$ cat config.mk
export PLATFORM = sky130hd
export DESIGN_NAME = pause_rx_inhibit
export DESIGN_NICKNAME = d
export VERILOG_FILES = /design/src/rtl/pause_inh_pkg.sv /design/src/rtl/pause_parser.sv /design/src/rtl/pause_quanta_timer.sv /design/src/rtl/pause_gate.sv /design/src/rtl/pause_rx_inhibit.sv
export SDC_FILE = /design/constraint.sdc
export NUM_CORES = 1
export LEC_CHECK = 0
export BUFFER_PORTS_ARGS = -buffer_cell sky130_fd_sc_hd__buf_2
export CAP_MARGIN = 10
export CORE_ASPECT_RATIO = 2
export CORE_UTILIZATION = 50
export DETAILED_ROUTE_END_ITERATION = 16
export GPL_TIMING_DRIVEN = 1
export MAX_ROUTING_LAYER = met4
export PLACE_DENSITY = 0.73
export SLEW_MARGIN = 20
export SYNTH_ARGS = -nofsm -noshare
export SYNTH_HDL_FRONTEND = slang
export SYNTH_HIERARCHICAL = 1
export SYNTH_SLANG_ARGS = --single-unit
$ cat constraint.sdc
create_clock -name clk -period 9.6 [get_ports clk]
set_input_delay 0.96 -clock clk [delete_from_list [all_inputs] [get_ports clk]]
set_output_delay 0.96 -clock clk [all_outputs]
set_load 0.005 [all_outputs]
$ cat src/rtl/pause_inh_pkg.sv
package pause_inh_pkg;

    localparam int PQ_W = 16;

    typedef enum logic [2:0] {
        PS_IDLE,
        PS_HDR,
        PS_PARAM,
        PS_TAIL,
        PS_SKIP
    } parse_st_t;

    typedef enum logic [1:0] {
        GS_IDLE,
        GS_DEFER,
        GS_PAUSE
    } gate_st_t;

    // Checks one header byte against the flow-control frame pattern.
    function automatic logic hdr_byte_ok(input logic [4:0] pos, input logic [7:0] b);
        logic ok;
        case (pos)
            5'd0:    ok = (b == 8'h01);
            5'd1:    ok = (b == 8'h80);
            5'd2:    ok = (b == 8'hC2);
            5'd3:    ok = (b == 8'h00);
            5'd4:    ok = (b == 8'h00);
            5'd5:    ok = (b == 8'h01);
            5'd12:   ok = (b == 8'h88);
            5'd13:   ok = (b == 8'h08);
            5'd14:   ok = (b == 8'h00);
            5'd15:   ok = (b == 8'h01);
            5'd6, 5'd7, 5'd8, 5'd9, 5'd10, 5'd11: ok = 1'b1;
            default: ok = 1'b0;
        endcase
        return ok;
    endfunction

endpackage

$ cat src/rtl/pause_parser.sv
module pause_parser
    import pause_inh_pkg::*;
(
    input  logic            clk,
    input  logic            rst_n,
    input  logic            rx_valid,
    input  logic [7:0]      rx_data,
    input  logic            rx_sof,
    input  logic            rx_eof,
    input  logic            rx_good,
    output logic            pause_load,
    output logic [PQ_W-1:0] pause_val
);

    parse_st_t       state, nxt;
    logic [4:0]      pos, pos_n;
    logic [7:0]      hi_q, hi_n;
    logic [PQ_W-1:0] val_q, val_n;

    always_ff @(posedge clk) begin
        if (!rst_n) begin
            state <= PS_IDLE;
            pos   <= '0;
            hi_q  <= '0;
            val_q <= '0;
        end else begin
            state <= nxt;
            pos   <= pos_n;
            hi_q  <= hi_n;
            val_q <= val_n;
        end
    end

    always_comb begin
        nxt   = state;
        pos_n = pos;
        hi_n  = hi_q;
        val_n = val_q;
        if (rx_valid) begin
            if (rx_sof) begin
                pos_n = 5'd1;
                nxt   = hdr_byte_ok(5'd0, rx_data) ? PS_HDR : PS_SKIP;
            end else begin
                unique case (state)
                    PS_IDLE: nxt = PS_IDLE;
                    PS_HDR: begin
                        if (hdr_byte_ok(pos, rx_data)) begin
                            pos_n = pos + 5'd1;
                            if (pos == 5'd15) nxt = PS_PARAM;
                        end else begin
                            nxt = PS_SKIP;
                        end
                    end
                    PS_PARAM: begin
                        if (pos == 5'd16) begin
                            hi_n  = rx_data;
                            pos_n = 5'd17;
                        end else begin
                            val_n = {hi_q, rx_data};
                            nxt   = PS_TAIL;
                        end
                    end
                    PS_TAIL: nxt = PS_TAIL;
                    PS_SKIP: nxt = PS_SKIP;
                    default: nxt = PS_IDLE;
                endcase
            end
            if (rx_eof) nxt = PS_IDLE;
        end
    end

    // Output process: a load fires on a good end byte that completes the header.
    always_comb begin
        pause_load = 1'b0;
        pause_val  = val_q;
        if (rx_valid && rx_eof && rx_good && !rx_sof) begin
            if (state == PS_PARAM && pos == 5'd17) begin
                pause_load = 1'b1;
                pause_val  = {hi_q, rx_data};
            end else if (state == PS_TAIL) begin
                pause_load = 1'b1;
            end
        end
    end

    // a load is only ever issued on a byte that ends a frame with good status
    p_load_on_good_end_r2: assert property (@(posedge clk) disable iff (!rst_n)
        pause_load |-> (rx_valid && rx_eof && rx_good));

    // after a load the parser is back at rest
    p_idle_after_load_r1: assert property (@(posedge clk) disable iff (!rst_n)
        pause_load |=> (state == PS_IDLE));

endmodule

$ cat src/rtl/pause_quanta_timer.sv
module pause_quanta_timer #(
    parameter int QUANTUM_TICKS = 512,
    parameter int CNT_W         = 16
) (
    input  logic             clk,
    input  logic             rst_n,
    input  logic             start,
    input  logic [CNT_W-1:0] start_val,
    input  logic             run,
    input  logic             bit_tick,
    output logic             expire
);

    localparam int PW = (QUANTUM_TICKS > 1) ? $clog2(QUANTUM_TICKS) : 1;
    localparam logic [PW-1:0] LAST = PW'(QUANTUM_TICKS - 1);

    logic [PW-1:0]    presc;
    logic [CNT_W-1:0] quanta;

    always_ff @(posedge clk) begin
        if (!rst_n) begin
            presc  <= '0;
            quanta <= '0;
        end else if (start) begin
            presc  <= '0;
            quanta <= start_val;
        end else if (run && bit_tick) begin
            if (presc == LAST) begin
                presc  <= '0;
                quanta <= quanta - 1'b1;
            end else begin
                presc <= presc + 1'b1;
            end
        end
    end

    assign expire = run && bit_tick && !start && (presc == LAST) &&
                    (quanta == CNT_W'(1));

    // without a tick the remaining count holds
    p_hold_without_tick_r4: assert property (@(posedge clk) disable iff (!rst_n)
        (run && !bit_tick && !start) |=> $stable(quanta));

    // the gate never runs the timer on an empty count
    p_no_underflow_r3: assert property (@(posedge clk) disable iff (!rst_n)
        run |-> (quanta != '0));

endmodule

$ cat src/rtl/pause_gate.sv
module pause_gate
    import pause_inh_pkg::*;
(
    input  logic            clk,
    input  logic            rst_n,
    input  logic            load,
    input  logic [PQ_W-1:0] load_val,
    input  logic            tx_busy,
    input  logic            expire,
    output logic            start,
    output logic [PQ_W-1:0] start_val,
    output logic            running,
    output logic            tx_inhibit
);

    gate_st_t        state, nxt;
    logic [PQ_W-1:0] pend_q;

    always_ff @(posedge clk) begin
        if (!rst_n) begin
            state  <= GS_IDLE;
            pend_q <= '0;
        end else begin
            state <= nxt;
            if (load) pend_q <= load_val;
        end
    end

    always_comb begin
        nxt = state;
        if (load) begin
            if (load_val == '0) nxt = GS_IDLE;
            else if (tx_busy)   nxt = GS_DEFER;
            else                nxt = GS_PAUSE;
        end else begin
            unique case (state)
                GS_IDLE:  nxt = GS_IDLE;
                GS_DEFER: if (!tx_busy) nxt = GS_PAUSE;
                GS_PAUSE: if (expire) nxt = GS_IDLE;
                default:  nxt = GS_IDLE;
            endcase
        end
    end

    // Output process
    always_comb begin
        start      = 1'b0;
        start_val  = pend_q;
        if (load) begin
            start_val = load_val;
            start     = (load_val != '0) && !tx_busy;
        end else if (state == GS_DEFER && !tx_busy) begin
            start = 1'b1;
        end
        running    = (state == GS_PAUSE);
        tx_inhibit = (state != GS_IDLE);
    end

    // a zero parameter clears the inhibit on the next cycle
    p_zero_clears_r7: assert property (@(posedge clk) disable iff (!rst_n)
        (load && load_val == '0) |=> !tx_inhibit);

    // a pause arriving during a transmission inhibits but does not count
    p_busy_defers_r5: assert property (@(posedge clk) disable iff (!rst_n)
        (load && load_val != '0 && tx_busy) |=> (tx_inhibit && !running));

    // counting never starts while the transmitter is still busy
    p_no_start_when_busy_r5: assert property (@(posedge clk) disable iff (!rst_n)
        start |-> !tx_busy);

endmodule

$ cat src/rtl/pause_rx_inhibit.sv
module pause_rx_inhibit
    import pause_inh_pkg::*;
#(
    parameter int QUANTUM_TICKS = 512
) (
    input  logic       clk,
    input  logic       rst_n,
    input  logic       rx_valid,
    input  logic [7:0] rx_data,
    input  logic       rx_sof,
    input  logic       rx_eof,
    input  logic       rx_good,
    input  logic       tx_busy,
    input  logic       bit_tick,
    output logic       tx_inhibit,
    output logic       fwd_valid,
    output logic [7:0] fwd_data,
    output logic       fwd_sof,
    output logic       fwd_eof,
    output logic       fwd_good
);

    logic            pause_load;
    logic [PQ_W-1:0] pause_val;
    logic            t_start;
    logic [PQ_W-1:0] t_val;
    logic            t_run;
    logic            t_expire;

    pause_parser u_parser (
        .clk        (clk),
        .rst_n      (rst_n),
        .rx_valid   (rx_valid),
        .rx_data    (rx_data),
        .rx_sof     (rx_sof),
        .rx_eof     (rx_eof),
        .rx_good    (rx_good),
        .pause_load (pause_load),
        .pause_val  (pause_val)
    );

    pause_gate u_gate (
        .clk        (clk),
        .rst_n      (rst_n),
        .load       (pause_load),
        .load_val   (pause_val),
        .tx_busy    (tx_busy),
        .expire     (t_expire),
        .start      (t_start),
        .start_val  (t_val),
        .running    (t_run),
        .tx_inhibit (tx_inhibit)
    );

    pause_quanta_timer #(
        .QUANTUM_TICKS (QUANTUM_TICKS),
        .CNT_W         (PQ_W)
    ) u_timer (
        .clk       (clk),
        .rst_n     (rst_n),
        .start     (t_start),
        .start_val (t_val),
        .run       (t_run),
        .bit_tick  (bit_tick),
        .expire    (t_expire)
    );

    // Receive pass-through: control frames are forwarded, not dropped.
    always_ff @(posedge clk) begin
        if (!rst_n) begin
            fwd_valid <= 1'b0;
            fwd_data  <= '0;
            fwd_sof   <= 1'b0;
            fwd_eof   <= 1'b0;
            fwd_good  <= 1'b0;
        end else begin
            fwd_valid <= rx_valid;
            fwd_data  <= rx_data;
            fwd_sof   <= rx_valid && rx_sof;
            fwd_eof   <= rx_valid && rx_eof;
            fwd_good  <= rx_valid && rx_good;
        end
    end

    // each received byte shows up downstream one cycle later
    p_fwd_copy_r8: assert property (@(posedge clk) disable iff (!rst_n)
        rx_valid |=> (fwd_valid && fwd_data == $past(rx_data)));

    // once the count is done and nothing new arrives, the inhibit drops
    p_expire_releases_r3: assert property (@(posedge clk) disable iff (!rst_n)
        (t_expire && !pause_load) |=> !tx_inhibit);

endmodule

After elaboration in Yosys (flattened, before gate mapping) --
Cells that the tools add are included. W data, S select, Z words.
Storage, ports and cells: bits in registers 87, bits in latches 0, RAM bits 0, bits in read-only memories 0, input bits 16, output and inout port bits 13, logic and storage cells 123, memories 0
Cells by class: add/subtract/negate cells 3, multipliers 0, divide/modulo/power cells 0, order comparisons 0, equal/unequal tests 36, shifts and indexed selects 0, mux-type cells 35, bitwise logic cells 3, reductions and logical operators 33
Operators with widths (count):
- $mux W16 | 6
- $eq A5 B4 Y1 const B | 8
- $eq A8 B8 Y1 const B | 3
- $eq A5 B3 Y1 const B | 4
- $mux W3 | 6
- $eq A16 B1 Y1 const B | 1
- $logic_not A16 Y1 | 1
- $reduce_bool A16 Y1 | 1
- $sub A16 B1 Y16 const B | 1
- $mux W5 | 3
- $logic_and A1 B1 Y1 | 12
- $pmux W3 S4 | 1
- $reduce_and A4 Y1 | 3
- $eq A5 B2 Y1 const B | 2
- $eq A5 B5 Y1 const B | 2
- $mux W1 | 10
- $mux W2 | 5
- $pmux W5 S2 | 1
- $add A9 B1 Y9 const B | 1
- $eq A9 B9 Y1 const B | 1
- $mux W9 | 1
- $eq A8 B1 Y1 const B | 1
- $eq A8 B4 Y1 const B | 1
- $logic_not A8 Y1 | 1
- other kinds (23) | 34

Depth between registers and ports, before layout --
depth in word-level cells 14, gate-level depth with buffers 16

Modules after synthesis --
Netlist, hierarchy kept.
Modules (own cells, without submodules):
- pause_parser | times used 1, cells an instance 212, area each 1929.4 um2
- pause_quanta_timer | times used 1, cells an instance 158, area each 1346.3 um2
- pause_gate | times used 1, cells an instance 71, area each 829.5 um2
- pause_rx_inhibit | times used 1, cells an instance 25, area each 336.6 um2

Worst setup path before layout --
Ideal clock, no wire load.
path type input-to-reg, from input rx_sof, to register u_gate.state[1], library setup time 117 ps, arrival time 3738 ps, data required time 9483 ps, setup slack 5745 ps, stages on the path 15, buffers on the path 2, cell sequence nor2_1 -> nand4_1 -> nor3_2 -> buf_2 -> mux2_2 -> nor4_1 -> a41o_1 -> a21oi_1 -> clkbuf_1 -> nor2_1 -> nand3_1 -> nor3_1 -> inv_1 -> a21o_1 -> a32o_1
On the way: word-level cells in the longest chain between the ends 12, elaborated cells on any way between the ends 17, those cells by class eq/ne (2); mux (5); reduce/logical (10)
Ends and longest elaborated chain:
- from (decl) | RTL line pause_rx_inhibit.sv:10 | input logic rx_sof,
- $logic_not A1 Y1 | RTL line pause_parser.sv:76 | if (rx_valid && rx_eof && rx_good && !rx_sof) begin
- $logic_and A1 B1 Y1 | RTL line pause_parser.sv:76
- $mux W16 | RTL line pause_parser.sv:76
- via pause_val[13] | RTL line pause_rx_inhibit.sv:24 | logic [PQ_W-1:0] pause_val;
- $reduce_bool A16 Y1 | RTL line pause_gate.sv:51 | start = (load_val != '0) && !tx_busy;
- $logic_and A1 B1 Y1 | RTL line pause_gate.sv:51
- $mux W1 | RTL line pause_gate.sv:49 | if (load) begin
- via t_start | RTL line pause_rx_inhibit.sv:25 | logic t_start;
- $logic_not A1 Y1 | RTL line pause_quanta_timer.sv:37 | assign expire = run && bit_tick && !start && (presc == LAST) &&
- $logic_and A1 B1 Y1 (3 in a row) | RTL line pause_quanta_timer.sv:37
- via t_expire | RTL line pause_rx_inhibit.sv:28 | logic t_expire;
- $ne A3 B3 Y1 (no line)
- $reduce_and A2 Y1 (no line)
- to (signal assigned) | RTL line pause_gate.sv:24 | state <= nxt;
- to (decl) | RTL line pause_gate.sv:16 | gate_st_t state, nxt;
The timed path passes the listed nets, and every way through them passes these cells. A chain may end at the register's enable or synchronous reset.

Worst setup path in the final report --
from input rx_sof, to register u_timer.presc[1]
On the way: word-level cells in the longest chain between the ends 7, elaborated cells on any way between the ends 8, those cells by class mux (3); reduce/logical (5)
Ends and longest elaborated chain:
- $logic_not A1 Y1 | RTL line pause_parser.sv:76
- $logic_and A1 B1 Y1 | RTL line pause_parser.sv:76
- $mux W16 | RTL line pause_parser.sv:76
- via pause_val[7] | RTL line pause_rx_inhibit.sv:24
- $reduce_bool A16 Y1 | RTL line pause_gate.sv:51
- $logic_and A1 B1 Y1 | RTL line pause_gate.sv:51
- $mux W1 | RTL line pause_gate.sv:49
- via t_start | RTL line pause_rx_inhibit.sv:25
- $reduce_or A2 Y1 (no line)
- to (signal assigned) | RTL line pause_quanta_timer.sv:32 | presc <= presc + 1'b1;
- to (decl) | RTL line pause_quanta_timer.sv:17 | logic [PW-1:0] presc;
The timed path passes the listed nets, and every way through them passes these cells.

==> reports/qor.txt <==
RUN STATUS
----------------------------------------------------------------------------------
Status                                                                complete, no violations

FINISH
----------------------------------------------------------------------------------
Final antenna diode count                                                        0
Commonest cells after routing, fill and taps aside                    dfxtp_1 (87), nor2_1 (44), buf_2 (28), mux2i_1 (28), mux2_2 (25)
Layout cells sized above 1                                                   0.227
Summed area of non-filler cells in the final layout                     4870 sq um
Final core utilization                                                       0.563
Commonest non-fill, non-tap cell in the layout                             dfxtp_1
Net count reported at finish                                                   508
Area Growth Syn to Fin                                                       9.69%

SYNTHESIS
----------------------------------------------------------------------------------
Asr flop ratio synth                                                             0
Share of the synthesized area in compound gates (AO/OA/AOI/OAI)              0.114
Cell area after synthesis                                               4440 sq um
Syn nets                                                                       491
Synthesized-area fraction occupied by adder cells                           0.0254
Sequential element share of the synthesized area                             0.392
Most frequently used flop master after synthesis                           dfxtp_1
Main combinational cell family by area after synthesis                simple AND/OR/NAND/NOR gates
Synth Area per Inst                                                     9.53 sq um
Area share of xor/xnor cells in the synthesized design                      0.0375
Syn. warnings                                                                    6
Post-synth EDFFs                                                                 0
Number of standard cells after synthesis                                       466
Unique cell type count in the Yosys netlist                                     69
Number of flip-flops and latches in the synthesized netlist                     87
Mux cell area share after synthesis                                          0.157
Simple-gate portion of the synthesized area                                  0.229

GLOBAL ROUTING
----------------------------------------------------------------------------------
GR met3 Demand/Resource                                                     0.0438
Initial antenna violation count                                                  0
Most Used Layer, Global Route                                                 met2
Final global-route overflow total                                                0
Met1 track utilization from global routing                                   0.245
First-pass GRT wire length                                               15,800 um
Met2 Usage GRT                                                               0.403
Overall track demand over capacity in global routing                         0.233
Via count of the first global-routing pass                                   3,321
Maximum number of pins on one net before global-route repair                    64

CLOCKING
----------------------------------------------------------------------------------
Number of CTS-inserted buffers                                                   9
Clock Sink Count                                                                87
Clock-pin slew on the worst setup and hold paths                           0.06 ns
Clock tree from TritonCTS                                                      yes
CTS HTree Levels                                                                 3
Insertion delay to the later sink of the worst-skew pair                   0.34 ns
Number of buffers on the longest clock path                                      2
Root Buffer                                                              clkbuf_16
Number of buffers inserted by post-CTS setup repair                              0
Hold-fix buffer count after cts                                                  0
Number of cells upsized or downsized after cts                                   0

FLOORPLAN
----------------------------------------------------------------------------------
Chip width                                                                 68.6 um
Die Y                                                                       135 um
Floorplan die area                                                      9290 sq um
Effective utilization at floorplan                                           0.514
Core outline area                                                       8650 sq um
Number of placed I/O pins                                                       29
FP Rows                                                                         48

DRT
----------------------------------------------------------------------------------
DRC violations left                                                              0
Detailed-route wire length                                                 9660 um
Remaining number of nets flagged by the antenna check after routing              0
Number of detailed-route iterations in the first pass                            4
Via count                                                                    3,441
Routed via count divided by cell count                                        5.85
Routed WL per cell                                                         16.4 um
Iteration-0 DRC Markers                                                        211

PLACED DESIGN
----------------------------------------------------------------------------------
Area after detailed placement                                           4580 sq um
Placer's final routability congestion estimate                               0.818
Post-Place Setup Slack                                                     4.89 ns
Count of input and output buffers                                               28
Final HPWL from detailed placement                                         7020 um

POWER
----------------------------------------------------------------------------------
Worst IR Drop VDD                                                          83.5 uV
Total power density per cell area                                      149 nW/um^2
Static leakage                                                             1.92 nW

TIMING
----------------------------------------------------------------------------------
Final setup violation count                                                      0
Highest clock rate                                                         227 MHz
Unrepaired setup endpoints after global routing                              false
Worst Hold Margin                                                         0.495 ns
Maximum clock skew at final layout                                      0.00538 ns
Sum of negative setup slack                                                   0 ns
Final max-slew violation count                                                   0
Min cycle time layout                                                      4.41 ns
Slew at the pin closest to its max-slew limit                             0.837 ns
Min setup slack post-route                                                 5.19 ns
Final Cycle Share                                                            0.460
Count of endpoints failing hold in the final timing report                       0
Relative slew slack                                                          0.441

CRITICAL PATH
----------------------------------------------------------------------------------
Worst endpoint required time                                               9.85 ns
Critical Path Start Type                                              primary input
Critical path class                                                         in2reg
Kind of end point of the critical path                                    register
Worst Path Max Fanout                                                           31
Worst endpoint data arrival time                                           4.67 ns

FLOW RUN
----------------------------------------------------------------------------------
Max Cap Viol                                                                     0

MIN PATH
----------------------------------------------------------------------------------
Hold/Removal Path Class                                                    reg2reg

cell families after synthesis:
kind of cell,Yosys count
simple gates,178
flops,87
compound gates,74
mux,62
buf+inv,37
xor+xnor,19
fa+ha+maj,9
sequential cells by signal, indices dropped and copies added (netlist names):
signal          count
u_gate/pend_q      16
u_parser/val_q     16
u_timer/quanta     16
u_timer/presc       9
fwd_data            8
u_parser/hi_q       8
u_parser/pos        5
u_parser/state      3
u_gate/state        2
fwd_eof             1
fwd_good            1
fwd_sof             1
fwd_valid           1
area by class of cell:
type	count	area [sq um]
Clock buffer	10	239
Clock inverter	6	45.0
Fill cell	793	3780
Inverter	12	45.0
Multi-Input combinational cell	342	2510
Sequential cell	87	1740
Tap cell	100	125
Timing Repair Buffer	31	163
worst paths after layout:
check                     startpoint                  to  slack (ns)  depth (start not counted)
setup / recovery              rx_sof    u_timer/presc[1]        5.19                         12
hold / removal    u_parser/val_q[14]  u_parser/val_q[14]        0.49                          2
setup reg to reg     u_parser/pos[1]    u_timer/presc[1]        5.46                         12
hold reg to reg   u_parser/val_q[14]  u_parser/val_q[14]        0.49                          2
synthesized netlist by cell type, drive strengths merged (5+ instances only):
master	instances	share of area
dfxtp	87	0.39
nor2	46	0.040
mux2	34	0.094
mux2i	28	0.063
and2	26	0.039
a21oi	24	0.029
nand2	21	0.018
o21ai	18	0.020
xnor2	15	0.030
nand3	14	0.016
buf	13	0.024
clkbuf	12	0.010
inv	12	0.010
nor3	12	0.015
nor4	11	0.019
and3	9	0.013
ha	9	0.025
a31oi	6	0.0099
nand4	6	0.0085
nand3b	5	0.0085
per-layer routing:
layer	wire, um	part of all wire
met1	3720	0.39
met2	5330	0.55
met3	250	0.026
met4	361	0.037
met5	0	0
critical path, cell delays in order:
cell and delay, ns:
buf_2 0.18, nor2_1 0.17, nand4_1 0.22, nor3_2 0.21
buf_4 0.26, mux2_2 0.37, nor4_1 0.51, a41o_1 0.25
a21oi_1 0.16, inv_1 0.66, nand3_1 0.45, a21oi_1 0.24
through the flow:
stage	std cells	power (mW)
after global placement	572	0.405
after global routing	588	0.751
after CTS	588	0.733
after floorplan	466	0.391
after detailed placement	572	0.405
final	588	0.726
where the power goes:
group	leakage, nW	total [mW]	switching (mW)	internal, mW
logic	1.08	0.0321	0.0206	0.0115
clock network	0.131	0.328	0.145	0.183
registers	0.704	0.365	0.00126	0.364
total	1.92	0.726	0.167	0.559
(Power assumes the default switching activity.)
